File: src/rtl/pcc_pkg.sv
package pcc_pkg;
    typedef enum logic [1:0] {
        MODE_RUN   = 2'd0,
        MODE_SLEEP = 2'd1,
        MODE_IDLE0 = 2'd2,
        MODE_IDLE1 = 2'd3
    } pwr_mode_e;
endpackage

File: src/rtl/pcc_mode_fsm.sv
module pcc_mode_fsm
    import pcc_pkg::*;
(
    input  logic      clk,
    input  logic      rst_n,
    input  logic      halt_i,
    input  logic      wake_i,
    input  logic      idle_en_i,
    input  logic      fsys_on_i,
    input  logic      wdt_en_i,
    input  logic      pdf_clr_i,
    input  logic      wdt_ovf_i,
    output pwr_mode_e mode_o,
    output logic      enter_o,
    output logic      pdf_o,
    output logic      to_o
);
    typedef struct packed {
        pwr_mode_e mode;
        logic      pdf;
        logic      to;
    } fsm_t;

    fsm_t s_d, s_q;
    logic enter_d;

    always_comb begin
        s_d     = s_q;
        enter_d = 1'b0;
        if (s_q.mode == MODE_RUN) begin
            // sleep needs a live watchdog to ever wake by time-out
            if (halt_i && (idle_en_i || wdt_en_i)) begin
                enter_d = 1'b1;
                if (!idle_en_i)
                    s_d.mode = MODE_SLEEP;
                else if (fsys_on_i)
                    s_d.mode = MODE_IDLE1;
                else
                    s_d.mode = MODE_IDLE0;
            end
        end else if (wake_i) begin
            s_d.mode = MODE_RUN;
        end
        if (enter_d) begin
            s_d.pdf = 1'b1;
            s_d.to  = 1'b0;
        end else begin
            if (pdf_clr_i) s_d.pdf = 1'b0;
            if (wdt_ovf_i) s_d.to  = 1'b1;
        end
    end

    always_ff @(posedge clk or negedge rst_n) begin
        if (!rst_n) begin
            s_q.mode <= MODE_RUN;
            s_q.pdf  <= 1'b0;
            s_q.to   <= 1'b0;
        end else begin
            s_q <= s_d;
        end
    end

    assign mode_o  = s_q.mode;
    assign enter_o = enter_d;
    assign pdf_o   = s_q.pdf;
    assign to_o    = s_q.to;

    assert_no_sleep_without_wdt_R3: assert property (@(posedge clk) disable iff (!rst_n)
        (mode_o == MODE_RUN && halt_i && !idle_en_i && !wdt_en_i) |=> (mode_o == MODE_RUN));
    assert_entry_flags_R6: assert property (@(posedge clk) disable iff (!rst_n)
        enter_o |=> (pdf_o && !to_o && mode_o != MODE_RUN));
    assert_wake_next_R7: assert property (@(posedge clk) disable iff (!rst_n)
        (mode_o != MODE_RUN && wake_i) |=> (mode_o == MODE_RUN));
    assert_halted_holds_R7: assert property (@(posedge clk) disable iff (!rst_n)
        (mode_o != MODE_RUN && !wake_i) |=> $stable(mode_o));
    assert_pdf_sticky_R8: assert property (@(posedge clk) disable iff (!rst_n)
        (pdf_o && !pdf_clr_i) |=> pdf_o);
endmodule

File: src/rtl/pcc_wdt.sv
module pcc_wdt #(
    parameter int WDT_W = 8
) (
    input  logic             clk,
    input  logic             rst_n,
    input  logic             en_i,
    input  logic             clr_i,
    output logic [WDT_W-1:0] cnt_o,
    output logic             ovf_o
);
    localparam logic [WDT_W-1:0] CNT_MAX = {WDT_W{1'b1}};

    typedef struct packed {
        logic [WDT_W-1:0] cnt;
    } wdt_t;

    wdt_t w_d, w_q;
    logic ovf_d;

    always_comb begin
        w_d   = w_q;
        ovf_d = 1'b0;
        if (clr_i) begin
            w_d.cnt = '0;
        end else if (en_i) begin
            if (w_q.cnt == CNT_MAX) begin
                w_d.cnt = '0;
                ovf_d   = 1'b1;
            end else begin
                w_d.cnt = w_q.cnt + 1'b1;
            end
        end
    end

    always_ff @(posedge clk or negedge rst_n) begin
        if (!rst_n) w_q.cnt <= '0;
        else        w_q     <= w_d;
    end

    assign cnt_o = w_q.cnt;
    assign ovf_o = ovf_d;

    assert_clear_on_entry_R6: assert property (@(posedge clk) disable iff (!rst_n)
        clr_i |=> (cnt_o == '0));
    assert_hold_when_off_R9: assert property (@(posedge clk) disable iff (!rst_n)
        (!en_i && !clr_i) |=> $stable(cnt_o));
    assert_wrap_to_zero_R9: assert property (@(posedge clk) disable iff (!rst_n)
        ovf_o |=> (cnt_o == '0));
endmodule

File: src/rtl/pcc_clk_sel.sv
module pcc_clk_sel #(
    parameter int DIV_W    = 3,
    parameter int FAST_MIN = 2
) (
    input  logic             clk,
    input  logic             rst_n,
    input  logic             run_i,
    input  logic             hi_sel_i,
    input  logic [DIV_W-1:0] clk_div_i,
    input  logic             hs_ready_i,
    output logic             hs_sel_o
);
    localparam logic [DIV_W-1:0] DIV_FAST = DIV_W'(FAST_MIN);

    typedef struct packed {
        logic hs;
    } sel_t;

    sel_t c_d, c_q;
    logic want_fast;

    always_comb begin
        want_fast = hi_sel_i || (clk_div_i >= DIV_FAST);
        c_d       = c_q;
        if (run_i) begin
            if (!want_fast)
                c_d.hs = 1'b0;
            else if (hs_ready_i)
                c_d.hs = 1'b1;
        end
    end

    always_ff @(posedge clk or negedge rst_n) begin
        if (!rst_n) c_q.hs <= 1'b0;
        else        c_q    <= c_d;
    end

    assign hs_sel_o = c_q.hs;

    assert_slow_when_unrequested_R10: assert property (@(posedge clk) disable iff (!rst_n)
        (run_i && !hi_sel_i && clk_div_i < DIV_FAST) |=> !hs_sel_o);
    assert_switch_waits_ready_R11: assert property (@(posedge clk) disable iff (!rst_n)
        (!hs_sel_o && !hs_ready_i) |=> !hs_sel_o);
    assert_frozen_in_halt_R12: assert property (@(posedge clk) disable iff (!rst_n)
        !run_i |=> $stable(hs_sel_o));
endmodule

File: src/rtl/pwr_clk_ctrl.sv
module pwr_clk_ctrl
    import pcc_pkg::*;
#(
    parameter int WDT_W    = 8,
    parameter int DIV_W    = 3,
    parameter int FAST_MIN = 2
) (
    input  logic             clk,
    input  logic             rst_n,
    input  logic             halt_i,
    input  logic             wake_i,
    input  logic             idle_en_i,
    input  logic             fsys_on_i,
    input  logic             wdt_en_i,
    input  logic             pdf_clr_i,
    input  logic             hi_sel_i,
    input  logic [DIV_W-1:0] clk_div_i,
    input  logic             hs_ready_i,
    output logic             sys_clk_en_o,
    output logic             tb_clk_en_o,
    output logic             sub_clk_en_o,
    output logic             hs_sel_o,
    output logic             core_stall_o,
    output logic             pdf_o,
    output logic             to_o,
    output logic [WDT_W-1:0] wdt_cnt_o
);
    pwr_mode_e mode;
    logic      enter;
    logic      wdt_ovf;
    logic      running;

    pcc_mode_fsm u_fsm (
        .clk       (clk),
        .rst_n     (rst_n),
        .halt_i    (halt_i),
        .wake_i    (wake_i),
        .idle_en_i (idle_en_i),
        .fsys_on_i (fsys_on_i),
        .wdt_en_i  (wdt_en_i),
        .pdf_clr_i (pdf_clr_i),
        .wdt_ovf_i (wdt_ovf),
        .mode_o    (mode),
        .enter_o   (enter),
        .pdf_o     (pdf_o),
        .to_o      (to_o)
    );

    pcc_wdt #(.WDT_W(WDT_W)) u_wdt (
        .clk   (clk),
        .rst_n (rst_n),
        .en_i  (wdt_en_i),
        .clr_i (enter),
        .cnt_o (wdt_cnt_o),
        .ovf_o (wdt_ovf)
    );

    assign running = (mode == MODE_RUN);

    pcc_clk_sel #(.DIV_W(DIV_W), .FAST_MIN(FAST_MIN)) u_sel (
        .clk        (clk),
        .rst_n      (rst_n),
        .run_i      (running),
        .hi_sel_i   (hi_sel_i),
        .clk_div_i  (clk_div_i),
        .hs_ready_i (hs_ready_i),
        .hs_sel_o   (hs_sel_o)
    );

    always_comb begin
        sys_clk_en_o = (mode == MODE_RUN) || (mode == MODE_IDLE1);
        tb_clk_en_o  = (mode != MODE_SLEEP);
        sub_clk_en_o = !running || wdt_en_i;
        core_stall_o = !running;
    end

    assert_sys_off_means_stall_R4: assert property (@(posedge clk) disable iff (!rst_n)
        !sys_clk_en_o |-> core_stall_o);
    assert_tb_off_only_in_sleep_R2: assert property (@(posedge clk) disable iff (!rst_n)
        !tb_clk_en_o |-> (!sys_clk_en_o && sub_clk_en_o));
    assert_halt_clears_wdt_R6: assert property (@(posedge clk) disable iff (!rst_n)
        (!core_stall_o && halt_i && (idle_en_i || wdt_en_i)) |=> (core_stall_o && wdt_cnt_o == '0));
    assert_idle1_keeps_clocks_R5: assert property (@(posedge clk) disable iff (!rst_n)
        (!core_stall_o && halt_i && idle_en_i && fsys_on_i) |=> (sys_clk_en_o && tb_clk_en_o));
endmodule

File: config.mk
export PLATFORM = sky130hd
export DESIGN_NAME = pwr_clk_ctrl
export DESIGN_NICKNAME = d
export VERILOG_FILES = /design/src/rtl/pcc_pkg.sv /design/src/rtl/pcc_mode_fsm.sv /design/src/rtl/pcc_wdt.sv /design/src/rtl/pcc_clk_sel.sv /design/src/rtl/pwr_clk_ctrl.sv
export SDC_FILE = /design/constraint.sdc
export NUM_CORES = 1
export LEC_CHECK = 0
export ABC_AREA = 1
export BUFFER_PORTS_ARGS = -buffer_cell sky130_fd_sc_hd__buf_2
export CAP_MARGIN = 40
export CORE_ASPECT_RATIO = 0.75
export CORE_MARGIN = 8
export CORE_UTILIZATION = 40
export DETAILED_ROUTE_END_ITERATION = 6
export PLACE_DENSITY_LB_ADDON = 0.05
export SLEW_MARGIN = 20
export SYNTH_ARGS = -nofsm -noshare
export SYNTH_HDL_FRONTEND = slang
export SYNTH_HIERARCHICAL = 1
export SYNTH_SLANG_ARGS = --single-unit
File: constraint.sdc
create_clock -name clk -period 4.7 [get_ports clk]
set_clock_uncertainty 0.2 [all_clocks]
set_input_delay 0.94 -clock clk [delete_from_list [all_inputs] [get_ports clk]]
set_output_delay 0.94 -clock clk [all_outputs]
set_load 0.005 [all_outputs]
==> impl_results.rst, run 1 <==
.. list-table::
   :header-rows: 1

   * - Metric
     - Value
   * - Antenna Diode Count
     - 0
   * - Post-synthesis cell count
     - 99
   * - Proportion of synthesized chip area in sequential cells
     - 39.6%
   * - Launch point of the worst hold path
     - u_fsm/to_o
   * - Post-CTS sizing
     - 0
   * - FP Rows
     - 14
   * - Result of the run
     - complete, no violations
   * - Number of flip-flops and latches in the synthesized netlist
     - 13
   * - Cell area after layout
     - 1010 um2
   * - Share of cells above drive strength 1
     - 33.3%
   * - Max clock buf depth
     - 2
   * - Hold-fix buffer count after cts
     - 0
   * - Horizontal extent of the die
     - 68.3 um
   * - Final cycle utilization of the critical path
     - 51.8%
   * - CP Data Required Time
     - 3.56 ns
   * - Launching element type of the critical path
     - input pin
   * - Pins over their slew limit
     - 0
   * - Worst slew slack as a fraction of its limit
     - 80.6%
   * - Count of unique library cells instantiated by Yosys
     - 24
   * - Synthesized cell area
     - 822 um2
   * - Power per cell area
     - 436 nW/um2
   * - Final hold violation count
     - 0
   * - TNS Setup
     - 0 ns
   * - Via count of the first global-routing pass
     - 710
   * - Routed met2 length
     - 806 um
   * - Synthesized Nets
     - 116
   * - Pin count of the biggest net entering global routing
     - 14
   * - Finish-stage setup viols
     - 0
   * - Final setup slack of the worst path
     - 2.27 ns
   * - Upper clock frequency limit
     - 411 MHz
   * - Core box area
     - 1980 um2
   * - Effective utilization at floorplan
     - 41.5%
   * - Cell at the root of the clock tree
     - sky130_fd_sc_hd__clkbuf_4
   * - Violation count after the first detailed-routing iteration
     - 30
   * - Clock period minus worst slack
     - 2.43 ns
   * - GR Overflow Total
     - 0
   * - Uppermost signal routing layer after detailed routing
     - met4
   * - Number of antenna violations at the first check in global routing
     - 0
   * - I/O pins
     - 28
   * - Global-route wire length before repair
     - 3.17 mm
   * - Endpoint class of the critical path
     - primary output
   * - Aggregate routed wire length
     - 1.77 mm
   * - Die Outline Area
     - 3780 um2
   * - Setup repair after global routing missed its margin
     - no
   * - Startpoint-to-endpoint class of the critical path
     - in -> out
   * - Hold Path Class
     - reg -> reg
   * - Placed standard-cell area
     - 982 um2
   * - TritonCTS clock tree
     - built
   * - Overall power after layout
     - 440 uW
   * - Worst-Margin Slew
     - 0.291 ns
   * - Worst vdd ir
     - 0.260 mV
   * - Inserted Clock Buffers
     - 3
   * - Final Hold Slack
     - 0.286 ns
   * - All-layer global routing usage
     - 10.8%
   * - Final #Nets
     - 147
   * - Leakage
     - 0.000588 uW
   * - Crit Path Max Fanout
     - 5
   * - Via density per instance
     - 4.77
   * - Y dimension of the die
     - 55.3 um
   * - Maximum level of the CTS H-tree
     - 1
   * - Mean post-synth cell area
     - 8.30 um2
   * - Post-CTS setup-driven buffer insertion count
     - 0
   * - Startpoint of the worst-slack reg-to-reg timing path
     - u_fsm/mode_o[1]
   * - Vias post-DR
     - 730
   * - Area Growth Syn to Fin
     - 22.7%
   * - Antenna-violating nets left
     - 0
   * - Routability cong.
     - 0.728
   * - DRC violations left
     - 0
   * - Routed WL per cell
     - 11.5 um
   * - Clk pin slew, worst setup/hold paths
     - 0.07 ns
   * - Routed length on met1
     - 778 um
   * - Maximum capacitance violations
     - 0
   * - Start point of the critical path
     - wdt_en_i
   * - Clock Latency Late Sink
     - 0.28 ns
   * - Placed wire-length estimate after detailed placement
     - 1.45 mm
   * - First-pass DRT Iterations
     - 4
   * - Endpoint arrival time on the critical path
     - 1.29 ns
   * - Routed met3 length
     - 170 um
   * - Input/output buffers
     - 26
   * - DP Worst Slack
     - 2.26 ns
   * - YS warnings
     - 6
   * - Clock net sink count
     - 13
==> cell usage after synthesis <==
cell	n	area, um2
sky130_fd_sc_hd__nor2_2	1	6.26
sky130_fd_sc_hd__nand3b_4	1	20.0
sky130_fd_sc_hd__nand3b_1	1	7.51
sky130_fd_sc_hd__o21ai_1	1	5.00
sky130_fd_sc_hd__o21ai_0	3	15.0
sky130_fd_sc_hd__ha_1	4	50.1
sky130_fd_sc_hd__inv_2	2	7.51
sky130_fd_sc_hd__nand4_1	3	18.8
sky130_fd_sc_hd__nand2_4	1	11.3
sky130_fd_sc_hd__inv_4	1	6.26
sky130_fd_sc_hd__nor3_1	3	15.0
sky130_fd_sc_hd__nor2_4	3	33.8
sky130_fd_sc_hd__a21oi_1	7	35.0
sky130_fd_sc_hd__a22oi_1	1	7.51
sky130_fd_sc_hd__inv_1	20	75.1
sky130_fd_sc_hd__nand2_1	20	75.1
sky130_fd_sc_hd__dfrtp_1	13	325
sky130_fd_sc_hd__nand2_8	1	20.0
sky130_fd_sc_hd__nand3_4	1	17.5
sky130_fd_sc_hd__o21bai_2	1	11.3
sky130_fd_sc_hd__nor2_1	4	15.0
sky130_fd_sc_hd__nand3_1	5	25.0
sky130_fd_sc_hd__o21ai_2	1	8.76
sky130_fd_sc_hd__nand3_2	1	10.0
==> layout by cell type (no fill, tap or decap), drive strengths merged <==
cell,instances
buf,26
inv,23
nand2,22
dfrtp,13
nor2,8
a21oi,7
nand3,7
o21ai,5
ha,4
clkbuf,4
nand4,3
nor3,3
nand3b,2
o21bai,1
a22oi,1
==> critical path: stages <==
cell	delay [ns]
sky130_fd_sc_hd__buf_2	0.14
sky130_fd_sc_hd__inv_1	0.06
sky130_fd_sc_hd__nand2_1	0.04
sky130_fd_sc_hd__buf_2	0.12
==> cell type report <==
type | instances | area, um2
fillers | 210 | 971
flip-flops and latches | 13 | 325
multi-input cells | 63 | 408
inverters | 23 | 88.8
well taps | 24 | 30.0
repair buffers | 26 | 130
clock buffers | 4 | 26.3
==> per-layer routing <==
metal  GRT usage [%]  vias to the layer above
met2            16.7                       17
met1            12.6                      334
met5               0                        -
met3            5.84                        2
met4            2.62                        0
li1                -                      377
==> registers in the layout, summed over array words and instances (netlist names) <==
| name | cells |
|---|---|
| u_fsm/pdf_o | 1 |
| u_fsm/mode_o | 2 |
| u_fsm/to_o | 1 |
| u_wdt/cnt_o | 8 |
| u_sel/hs_sel_o | 1 |
==> cells by family after synthesis <==
group	Yosys count	share of synthesized area [%]
adder cells (fa/ha/maj)	4	6.09
AND/OR/NAND/NOR	45	33.5
AO/OA/AOI/OAI	14	10.0
buffers and inverters	23	10.8
flip-flops	13	39.6
==> final timing paths <==
check	endpoint	slack [ns]	depth (start not counted)
setup / recovery	sub_clk_en_o	2.27	4
hold / removal	u_fsm/to_o	0.29	2
setup reg to reg	u_wdt/cnt_o[7]	3.05	9
hold reg to reg	u_fsm/to_o	0.29	2
max in group asynchronous	u_wdt/cnt_o[7]	3.74	1
min in group asynchronous	u_sel/hs_sel_o	0.33	1
==> power breakdown <==
part | total [uW] | internal, uW | switching (uW)
registers | 175 | 142 | 33.0
clock network | 70.1 | 32.9 | 37.1
logic | 195 | 83.1 | 111
total | 440 | 258 | 182
==> per-stage QoR <==
stage,std cells,util [%]
after global placement,149,49.6
after CTS,153,50.9
after global routing,153,50.9
final,153,50.9
after detailed placement,149,49.6
after floorplan,99,-
No activity file was read; power rests on OpenSTA's default activity.
==> inputs of run 2 (changes only) <==
==> constraint.sdc (replaced) <==
create_clock -name clk -period 2.4 [get_ports clk]
set_clock_uncertainty 0.2 [all_clocks]
set_input_delay 0.48 -clock clk [delete_from_list [all_inputs] [get_ports clk]]
set_output_delay 0.48 -clock clk [all_outputs]
set_load 0.005 [all_outputs]
==> run 2 against run 1 <==
Sequential cell count unchanged. Worst hold slack got worse by 0.13 ns. Critical path depth stayed put. Sequential share of layout area fell by 0.36 points. Highest routed layer unchanged. Non-clock buffer count up 1. Critical path type is now reg -> out. Die area stayed put. Register-to-register slack worse by 2.3 ns. Cell count is 0.65% higher. Sequential power grew 96%.
==> impl_results.rst, run 2 (synthesis gave the netlist of run 1 again) <==
.. list-table::
   :header-rows: 1

   * - Metric
     - Value
   * - TNS Setup
     - 0 ns
   * - Via count of the first global-routing pass
     - 710
   * - Share of cells above drive strength 1
     - 33.8%
   * - Routed WL per cell
     - 11.6 um
   * - Number of cells in the finished layout apart from fillers
     - 154
   * - Startpoint of the worst-slack reg-to-reg timing path
     - u_fsm/mode_o[1]
   * - Hold Path Class
     - in -> reg
   * - Clock net sink count
     - 13
   * - Startpoint-to-endpoint class of the critical path
     - reg -> out
   * - All-layer global routing usage
     - 10.8%
   * - Vias post-DR
     - 714
   * - Routability cong.
     - 0.730
   * - Power per cell area
     - 849 nW/um2
   * - Post-CTS sizing
     - 0
   * - Routed length on met1
     - 824 um
   * - Upper clock frequency limit
     - 511 MHz
   * - Inserted Clock Buffers
     - 3
   * - Setup repair after global routing missed its margin
     - no
   * - Input/output buffers
     - 26
   * - Leakage
     - 0.000595 uW
   * - TritonCTS clock tree
     - built
   * - Core box area
     - 1980 um2
   * - Routed met3 length
     - 176 um
   * - Max clock buf depth
     - 2
   * - Maximum capacitance violations
     - 0
   * - Final #Nets
     - 148
   * - CP Cell Sequence
     - inv_1 > ha_1 > inv_1 > buf_2
   * - Critical path's largest stage delay
     - 0.46 ns
   * - Placed wire-length estimate after detailed placement
     - 1.46 mm
   * - Final cell utilization of the core
     - 51.5%
   * - I/O pins
     - 28
   * - Number of antenna violations at the first check in global routing
     - 0
   * - Slowest cell on crit path
     - sky130_fd_sc_hd__dfrtp_1
   * - Pin count of the biggest net entering global routing
     - 14
   * - Flip-flop count of the largest register after layout
     - 8
   * - Cell seen most often among critical-path stages
     - sky130_fd_sc_hd__inv_1
   * - GR Overflow Total
     - 0
   * - Effective utilization at floorplan
     - 41.5%
   * - Clk pin slew, worst setup/hold paths
     - 0.09 ns
   * - Antenna-violating nets left
     - 0
   * - Final hold violation count
     - 0
   * - Clock Latency Late Sink
     - 0.28 ns
   * - Post-CTS setup-driven buffer insertion count
     - 0
   * - Placed insts
     - 149
   * - Reg2reg end
     - u_wdt/cnt_o[7]
   * - Area used by multi-input combinational logic
     - 408 um2
   * - Worst r2r path cells
     - 9
   * - First-pass DRT Iterations
     - 4
   * - Fillers
     - 204
   * - Endpoint class of the critical path
     - primary output
   * - Via density per instance
     - 4.64
   * - Violation count after the first detailed-routing iteration
     - 25
   * - Result of the run
     - complete, no violations
   * - Start point of the critical path
     - u_fsm/mode_o[0]
   * - Area Growth Syn to Fin
     - 24.0%
   * - Pins over their slew limit
     - 0
   * - CP Data Required Time
     - 1.72 ns
   * - Worst-Margin Slew
     - 0.290 ns
   * - Aggregate routed wire length
     - 1.78 mm
   * - Most common cell after layout, fill and taps aside
     - sky130_fd_sc_hd__buf_2
   * - Y dimension of the die
     - 55.3 um
   * - Die Outline Area
     - 3780 um2
   * - Clock period minus worst slack
     - 1.96 ns
   * - Cell at the root of the clock tree
     - sky130_fd_sc_hd__clkbuf_4
   * - Most used cells in the layout excluding fill and tap cells
     - sky130_fd_sc_hd__buf_2 (26), sky130_fd_sc_hd__inv_1 (20), sky130_fd_sc_hd__nand2_1 (20)
   * - Worst setup path endpoint
     - sys_clk_en_o
   * - Worst vdd ir
     - 0.399 mV
   * - Crit Path Max Fanout
     - 5
   * - Uppermost signal routing layer after detailed routing
     - met4
   * - Antenna Diode Count
     - 0
   * - Global-route wire length before repair
     - 3.19 mm
   * - Maximum level of the CTS H-tree
     - 1
   * - Area occupied by registers
     - 325 um2
   * - DRC violations left
     - 0
   * - Launching element type of the critical path
     - flop
   * - Routed met2 length
     - 772 um
   * - FP Rows
     - 14
   * - Final cycle utilization of the critical path
     - 81.5%
   * - Worst slew slack as a fraction of its limit
     - 80.7%
   * - Horizontal extent of the die
     - 68.3 um
   * - Reg-to-reg setup timing slack
     - 0.73 ns
   * - Finish-stage setup viols
     - 0
   * - Final Hold Slack
     - 0.151 ns
   * - Endpoint arrival time on the critical path
     - 1.28 ns
   * - Hold-fix buffer count after cts
     - 1
[run 2: cell types whose count changed in the layout (fill, tap and decap cells not counted)]
cell                            delta
sky130_fd_sc_hd__clkinv_2          +1
sky130_fd_sc_hd__dlygate4sd3_1     +1
sky130_fd_sc_hd__clkbuf_1          -1
[run 2: area by class of cell]
type,instances,area share (%)
inverters,23,8.71
multi-input cells,63,40.0
clock buffers,3,2.21
clock inverters,1,0.491
flip-flops and latches,13,31.9
repair buffers,27,13.7
well taps,24,2.94
[run 2: routing by layer]
layer / vias up / track usage, %
met5: - / 0
met4: 0 / 2.62
met3: 2 / 5.84
met2: 19 / 15.8
met1: 311 / 13.5
li1: 382 / -
[run 2: where the power goes]
part,leakage [uW],switching (uW),internal (uW)
Combinational,0.000407,219,164
Sequential,0.000170,64.8,278
Clock,0.0000177,77.4,61.9
Total,0.000595,361,504
[run 2: metrics by stage]
step / power (uW) / cell area [um2] / worst slack (ns)
finish: 865 / 1020 / 0.444
global placement: 724 / 982 / 0.534
floorplan: 582 / 822 / 0.874
CTS: 879 / 1020 / 0.425
global route: 960 / 1020 / 0.351
detailed placement: 739 / 982 / 0.511
[run 2: worst min-delay path by stage]
| stage | slack [ns] | endpoint | cells after the start | startpoint |
|---|---|---|---|---|
| global placement | 0.18 | u_wdt/cnt_o[2] | 1 | rst_n |
| global route | 0.13 | u_fsm/pdf_o | 2 | pdf_clr_i |
| finish | 0.15 | u_fsm/pdf_o | 2 | pdf_clr_i |
| detailed placement | 0.19 | u_wdt/cnt_o[2] | 1 | rst_n |
| CTS | 0.15 | u_fsm/pdf_o | 2 | pdf_clr_i |
| floorplan | -0.02 | u_fsm/mode_o[0] | 0 | rst_n |
[run 2: worst max-delay path, delay by kind of cell (launching register included)]
| family | cells | cell delay, ns |
|---|---|---|
| flops | 1 | 0.46 |
| fa+ha+maj | 1 | 0.29 |
| buf+inv | 3 | 0.24 |
